## src/rtl/uart_tx_pkg.sv

```systemverilog
package uart_tx_pkg;
  typedef enum logic [1:0] {
    ST_OFF  = 2'd0,
    ST_IDLE = 2'd1,
    ST_BUSY = 2'd2
  } tx_state_e;
endpackage

```

## src/rtl/uart_tx_baud.sv

```systemverilog
module uart_tx_baud #(
  parameter int unsigned CLKS_PER_BIT = 16
) (
  input  logic clk,
  input  logic rst_n,
  input  logic run,
  output logic tick
);
  localparam int unsigned CNT_W = (CLKS_PER_BIT > 1) ? $clog2(CLKS_PER_BIT) : 1;
  localparam logic [CNT_W-1:0] CNT_LAST = CNT_W'(CLKS_PER_BIT - 1);

  logic [CNT_W-1:0] cnt_q, cnt_d;

  always_comb begin
    tick = run && (cnt_q == CNT_LAST);
    if (!run || tick) cnt_d = '0;
    else              cnt_d = cnt_q + 1'b1;
  end

  always_ff @(posedge clk or negedge rst_n) begin
    if (!rst_n) cnt_q <= '0;
    else        cnt_q <= cnt_d;
  end

  // a bit period ends once and then runs again from zero
  a_r3_tick_spacing: assert property (@(posedge clk) disable iff (!rst_n)
    tick |=> !tick)
    else $error("R3: bit ticks back to back");

  a_r3_cnt_bound: assert property (@(posedge clk) disable iff (!rst_n)
    cnt_q <= CNT_LAST)
    else $error("R3: bit counter out of range");
endmodule

```

## src/rtl/uart_tx_hold.sv

```systemverilog
module uart_tx_hold #(
  parameter int unsigned DATA_W = 8
) (
  input  logic              clk,
  input  logic              rst_n,
  input  logic              enable,
  input  logic              wr_en,
  input  logic [DATA_W-1:0] wr_data,
  input  logic              take,
  output logic              full,
  output logic [DATA_W-1:0] data,
  output logic              overrun
);
  logic              full_q, full_d;
  logic [DATA_W-1:0] data_q;
  logic              ovr_q, ovr_d;
  logic              accept, reject;

  always_comb begin
    accept = enable && wr_en && !full_q;
    reject = enable && wr_en && full_q;
    if (!enable)     full_d = 1'b0;
    else if (accept) full_d = 1'b1;
    else if (take)   full_d = 1'b0;
    else             full_d = full_q;
    if (!enable)     ovr_d = 1'b0;
    else if (reject) ovr_d = 1'b1;
    else             ovr_d = ovr_q;
  end

  always_ff @(posedge clk or negedge rst_n) begin
    if (!rst_n) begin
      full_q <= 1'b0;
      ovr_q  <= 1'b0;
    end else begin
      full_q <= full_d;
      ovr_q  <= ovr_d;
    end
  end

  always_ff @(posedge clk or negedge rst_n) begin
    if (!rst_n)      data_q <= '0;
    else if (accept) data_q <= wr_data;
  end

  assign full    = full_q;
  assign data    = data_q;
  assign overrun = ovr_q;

  // the shifter only takes a byte that is present
  a_r4_take_needs_full: assert property (@(posedge clk) disable iff (!rst_n)
    take |-> full)
    else $error("R4: take from empty holding register");

  // a rejected write leaves the held byte untouched
  a_r9_reject_keeps_data: assert property (@(posedge clk) disable iff (!rst_n)
    enable && wr_en && full && !take |=> $stable(data))
    else $error("R9: rejected write changed held data");
endmodule

```

## src/rtl/uart_tx_shift.sv

```systemverilog
module uart_tx_shift
  import uart_tx_pkg::*;
#(
  parameter int unsigned CLKS_PER_BIT = 16,
  parameter int unsigned DATA_W       = 8
) (
  input  logic              clk,
  input  logic              rst_n,
  input  logic              enable,
  input  logic              hold_full,
  input  logic [DATA_W-1:0] hold_data,
  output logic              take,
  output logic              frame_idle,
  output logic              txd
);
  localparam int unsigned FRAME_W = DATA_W + 2;
  localparam int unsigned BIT_W   = $clog2(FRAME_W);
  localparam logic [BIT_W-1:0] LAST_BIT = BIT_W'(FRAME_W - 1);

  tx_state_e          state_q, state_d;
  logic [FRAME_W-1:0] sreg_q, sreg_d;
  logic [BIT_W-1:0]   bit_q, bit_d;
  logic               tick;
  logic               busy;

  assign busy = (state_q == ST_BUSY);

  uart_tx_baud #(.CLKS_PER_BIT(CLKS_PER_BIT)) baud_i (
    .clk   (clk),
    .rst_n (rst_n),
    .run   (busy),
    .tick  (tick)
  );

  always_comb begin
    state_d    = state_q;
    sreg_d     = sreg_q;
    bit_d      = bit_q;
    take       = 1'b0;
    frame_idle = 1'b0;
    if (!enable) begin
      state_d = ST_OFF;
      sreg_d  = '1;
      bit_d   = '0;
    end else begin
      unique case (state_q)
        ST_OFF: begin
          // idle preamble: one whole frame of high line
          state_d = ST_BUSY;
          sreg_d  = '1;
          bit_d   = '0;
        end
        ST_IDLE: begin
          if (hold_full) begin
            take    = 1'b1;
            state_d = ST_BUSY;
            sreg_d  = {1'b1, hold_data, 1'b0};
            bit_d   = '0;
          end
        end
        ST_BUSY: begin
          if (tick) begin
            if (bit_q == LAST_BIT) begin
              bit_d = '0;
              if (hold_full) begin
                take   = 1'b1;
                sreg_d = {1'b1, hold_data, 1'b0};
              end else begin
                state_d    = ST_IDLE;
                sreg_d     = '1;
                frame_idle = 1'b1;
              end
            end else begin
              sreg_d = {1'b1, sreg_q[FRAME_W-1:1]};
              bit_d  = bit_q + 1'b1;
            end
          end
        end
        default: state_d = ST_OFF;
      endcase
    end
  end

  always_ff @(posedge clk or negedge rst_n) begin
    if (!rst_n) begin
      state_q <= ST_OFF;
      sreg_q  <= '1;
      bit_q   <= '0;
    end else begin
      state_q <= state_d;
      sreg_q  <= sreg_d;
      bit_q   <= bit_d;
    end
  end

  assign txd = busy ? sreg_q[0] : 1'b1;

  // a load from idle puts a start bit on the line
  a_r3_start_low: assert property (@(posedge clk) disable iff (!rst_n)
    enable && state_q == ST_IDLE && hold_full |=> !txd)
    else $error("R3: no start bit after load");

  // a refill at the end of a stop bit gives the next start bit with no gap
  a_r6_no_gap: assert property (@(posedge clk) disable iff (!rst_n)
    enable && busy && tick && bit_q == LAST_BIT && hold_full |=> !txd)
    else $error("R6: gap between queued frames");

  // when the transmitter is disabled, the line is high on the next edge
  a_r10_off_high: assert property (@(posedge clk) disable iff (!rst_n)
    !enable |=> txd)
    else $error("R10: line not released");
endmodule

```

## src/rtl/uart_dma_tx.sv

```systemverilog
module uart_dma_tx #(
  parameter int unsigned CLKS_PER_BIT = 16,
  parameter int unsigned DATA_W       = 8
) (
  input  logic              clk,
  input  logic              rst_n,
  input  logic              tx_en,
  input  logic              dma_en,
  input  logic              wr_en,
  input  logic [DATA_W-1:0] wr_data,
  input  logic              done_clr,
  output logic              txd,
  output logic              tx_empty,
  output logic              xfer_done,
  output logic              dma_req,
  output logic              wr_overrun
);
  logic [1:0]        rst_pipe_q;
  logic              rst_core_n;
  logic              hold_full;
  logic [DATA_W-1:0] hold_data;
  logic              take;
  logic              frame_idle;
  logic              done_q, done_d;

  // asynchronous assert, synchronous release
  always_ff @(posedge clk or negedge rst_n) begin
    if (!rst_n) rst_pipe_q <= '0;
    else        rst_pipe_q <= {rst_pipe_q[0], 1'b1};
  end
  assign rst_core_n = rst_pipe_q[1];

  uart_tx_hold #(.DATA_W(DATA_W)) hold_i (
    .clk     (clk),
    .rst_n   (rst_core_n),
    .enable  (tx_en),
    .wr_en   (wr_en),
    .wr_data (wr_data),
    .take    (take),
    .full    (hold_full),
    .data    (hold_data),
    .overrun (wr_overrun)
  );

  uart_tx_shift #(.CLKS_PER_BIT(CLKS_PER_BIT), .DATA_W(DATA_W)) shift_i (
    .clk        (clk),
    .rst_n      (rst_core_n),
    .enable     (tx_en),
    .hold_full  (hold_full),
    .hold_data  (hold_data),
    .take       (take),
    .frame_idle (frame_idle),
    .txd        (txd)
  );

  always_comb begin
    if (!tx_en)          done_d = 1'b1;
    else if (frame_idle) done_d = 1'b1;
    else if (done_clr)   done_d = 1'b0;
    else                 done_d = done_q;
  end

  always_ff @(posedge clk or negedge rst_core_n) begin
    if (!rst_core_n) done_q <= 1'b1;
    else             done_q <= done_d;
  end

  assign xfer_done = done_q;
  assign tx_empty  = !hold_full;
  assign dma_req   = tx_en && dma_en && !hold_full;

  // disabled state on the next edge
  a_r1_disabled: assert property (@(posedge clk) disable iff (!rst_core_n)
    !tx_en |=> txd && tx_empty && xfer_done && !wr_overrun)
    else $error("R1: disabled state wrong");

  // a serviced request is withdrawn by the refill
  a_r5_req_served: assert property (@(posedge clk) disable iff (!rst_core_n)
    tx_en && dma_req && wr_en |=> !tx_empty)
    else $error("R5: request not withdrawn");

  // completion rises only with an idle line and an empty holding register
  a_r7_done_rise: assert property (@(posedge clk) disable iff (!rst_core_n)
    tx_en && $rose(xfer_done) |-> tx_empty && txd)
    else $error("R7: completion while data pending");

  // the software clear works when no completion competes with it
  a_r8_clear: assert property (@(posedge clk) disable iff (!rst_core_n)
    tx_en && done_clr && !frame_idle |=> !xfer_done)
    else $error("R8: clear ignored");

  // a write to a full holding register sets the overrun flag
  a_r9_overrun_set: assert property (@(posedge clk) disable iff (!rst_core_n)
    tx_en && wr_en && !tx_empty |=> wr_overrun)
    else $error("R9: overrun not flagged");
endmodule

```

## config.mk

```make
export PLATFORM = sky130hd
export DESIGN_NAME = uart_dma_tx
export DESIGN_NICKNAME = d
export VERILOG_FILES = /design/src/rtl/uart_tx_pkg.sv /design/src/rtl/uart_tx_baud.sv /design/src/rtl/uart_tx_hold.sv /design/src/rtl/uart_tx_shift.sv /design/src/rtl/uart_dma_tx.sv
export SDC_FILE = /design/constraint.sdc
export NUM_CORES = 1
export LEC_CHECK = 0
export ABC_CLOCK_PERIOD_IN_PS = 2120
export BUFFER_PORTS_ARGS = -buffer_cell sky130_fd_sc_hd__buf_2
export CORE_MARGIN = 2
export CORE_UTILIZATION = 36
export CTS_BUF_LIST = sky130_fd_sc_hd__clkbuf_16
export DETAILED_ROUTE_END_ITERATION = 8
export SLEW_MARGIN = 0
export SYNTH_ARGS = -nofsm -noshare
export SYNTH_HDL_FRONTEND = slang
export SYNTH_SLANG_ARGS = --single-unit
```

## constraint.sdc

```tcl
create_clock -name clk -period 2.12 [get_ports clk]
set_input_delay 0.212 -clock clk [delete_from_list [all_inputs] [get_ports clk]]
set_output_delay 0.212 -clock clk [all_outputs]
set_load 0.02 [all_outputs]
```

==> run summary <==
final net count = 205
critical path's largest stage delay = 500 ps
crit end category = flip-flop
Critical Path Start = shift_i.state_q[1]
htree depth = 2
standard-cell rows = 24
initial antenna violation count = 0
placer congestion estimate = 0.852
Die ar. = 0.00522 mm^2
diode count = 0
worst-skew pair later-pin latency = 270 ps
Worst EP arrival = 2110 ps
syn_nets = 184
Hold-fix buffers, CTS = 1
pin count of the biggest net entering global routing = 31
DIE WIDTH = 72.2 um
share of layout cells above drive strength 1 = 26.5%
total global routing overflow = 0
I/O Buffers = 18
number of max-cap violations = 0
CTS root buf = clkbuf_16
CP Max Fanout = 7
vias = 1324
global-route wire length before repair = 6070 um
pre-CTS WS = 227 ps
Post-Synthesis Cell Area = 0.00168 mm^2
CP Capture Point = shift_i.bit_q[3]
routed vias/inst = 5.59
vias in the first global route = 1337
PwrDens = 842 mW/mm^2
worst r2r path cells = 6
Max Fclk = 521 MHz
die height = 72.2 um
Hold/Removal Path Class = input pin to flip-flop
ys async rst share = 100%
Design Power = 1640 uW
CTS tree = yes
GRT Overall Usage = 14.6%
synth top area cells = dfrtp_1, dfstp_2, nand3_1
clock share of power = 39.9%
Avg Cell Area, Syn = 10.3 um^2
Tmin final = 1920 ps
LEAKAGE = 0.000848 uW
Final Cycle Share = 90.6%
post-synthesis cell count = 163
Switch Pwr = 421 uW
Logic pwr share = 15.0%
endpoints failing setup = 0
reg2reg end = shift_i.bit_q[3]
Initial Utilization = 38.0%
drt wl/cell = 14.6 um
Seq/Total Area, Yosys = 48.5%
number of remaining DRC errors = 0
skew final = 6.22 ps
max-slew violations = 0
EDFF count, synth = 0
slowest stage cell, crit path = or4_1
synth unique cells = 41
sequential share of power = 45.1%
share of the synthesized area in the top cell type = 32.9%
clock-pin slew on the worst setup and hold paths = 50 ps
Min Hold Slack = 153 ps
switching share of total power = 25.6%
CP Launch Type = flip-flop
reg-to-reg slack, setup = 200 ps
Final Hold Viols = 0
final wirelength = 3460 um
Synthesis Warnings = 0
final setup margin = 199 ps
largest area contributor in the netlist = dfrtp_1
crit path kind = flip-flop to flip-flop
Final HPWL DP = 2500 um
status = finished clean
CTS Sinks = 32
Final ANT Viol Nets = 0
Post-CTS Setup Inserts = 0
utilization after layout = 44.2%
Initial DRT Pass Iterations = 4
top_reg_cell synth = dfrtp_1
maximum vdd drop = 0.539 mV
post-synthesis register bit count = 32
setup TNS = 0 ps
initial detailed-routing violation count = 143
worst path cell trace = inv_1 -> ha_1 -> nor2b_2 -> or2_1 -> or4_1 -> mux2i_1
Inserted Clock Buffers = 5
Critical Path RT = 2310 ps
PostCTS Resize Cnt = 0
I/O pin cnt = 19
number of fillers in the final layout = 430
Area Overhead vs Synth = 16.6%
Core ar. = 0.00441 mm^2
reg2reg start = shift_i.state_q[1]
internal power = 1220 uW
Max clock buf depth = 2
RSZ-0062 raised after global routing = false
[cell usage in the layout (no fill, tap or decap), types with 2 or more instances in the layout]
master	count
o21ai_0	6
a21oi_1	7
inv_1	12
and3_1	3
nand3b_1	2
buf_2	18
dfrtp_1	22
nand2_1	11
ha_1	7
o211ai_1	3
nor3_1	3
dfstp_2	10
o22a_1	7
buf_4	4
nor2_1	4
clkbuf_16	5
nand3_1	27
mux2_2	9
[kinds of logic (layout without fill, tap and decap cells)]
logic type      Yosys count  in the layout  synth area share [%]
flops                    32             32                  48.5
mux                      10             10                  6.65
fa+ha+maj                 7              7                  5.23
buf+inv                  19             41                  5.45
compound gates           35             35                  15.3
other cells               1              1                 0.224
simple gates             58             58                  18.1
xor+xnor                  1              1                 0.523
[flip-flops by register name, indices dropped and copies added, names as in the netlist]
register,flops
shift_i.sreg_q,9
hold_i.data,8
shift_i.baud_i.cnt_q,4
shift_i.bit_q,4
rst_pipe_q,2
shift_i.state_q,2
hold_i.full,1
hold_i.overrun,1
xfer_done,1
[synthesized netlist by cell type, types with 2 or more instances]
cell / instances
o211ai_1: 3
inv_1: 10
ha_1: 7
nor2_1: 4
buf_2: 4
a21oi_1: 7
nor3_1: 3
nand2_1: 11
nand3_1: 27
dfrtp_1: 22
nand3b_1: 2
and3_1: 3
o22a_1: 7
clkbuf_1: 3
mux2_2: 9
dfstp_2: 10
o21ai_0: 6
buf_6: 2
[through the flow]
step / cells / cell area, um^2
final: 237 / 1950
after global routing: 237 / 1950
after CTS: 237 / 1950
after detailed placement: 228 / 1810
after global placement: 228 / 1810
after floorplan: 163 / 1680
[final cells by class]
class / instances / area (um^2) / area share, %
multi-input combinational: 112 / 771 / 39.5
clock inverter: 3 / 11.3 / 0.577
timing repair buffer: 23 / 130 / 6.66
inverter: 10 / 37.5 / 1.92
sequential: 32 / 813 / 41.6
tap: 52 / 65.1 / 3.33
clock buffer: 5 / 125 / 6.41
[worst min path at each step]
stage | startpoint | end | slack (ps) | cells after the start
floorplan | rst_n | rst_pipe_q[0] | -80 | 0
global placement | rst_n | rst_pipe_q[0] | -3 | 1
detailed placement | rst_n | rst_pipe_q[0] | -0.2 | 1
CTS | done_clr | xfer_done | 160 | 2
global route | done_clr | xfer_done | 160 | 2
finish | done_clr | xfer_done | 150 | 2
[worst max-delay path, delay by kind of cell, from the launching register on]
family	cells	cell delay, ps
flip-flops	1	410
AND/OR/NAND/NOR	3	960
adder cells (fa/ha/maj)	1	250
multiplexers	1	150
buffers and inverters	1	80
[per-layer routing]
metal,vias up,global-route usage (%),share of wire (%)
met1,652,18.3,45
met3,2,4.58,5.1
li1,630,-,-
met2,40,25.1,50
met5,-,0,0
met4,0,2.94,0.35
[power groups by stage]
stage | Combinational (uW) | Sequential [uW] | Clock, uW
floorplan | 185 | 748 | 0
global placement | 237 | 747 | 0
detailed placement | 245 | 751 | 0
CTS | 248 | 742 | 676
global route | 275 | 752 | 709
finish | 246 | 742 | 656
(Power assumes the default switching activity.)
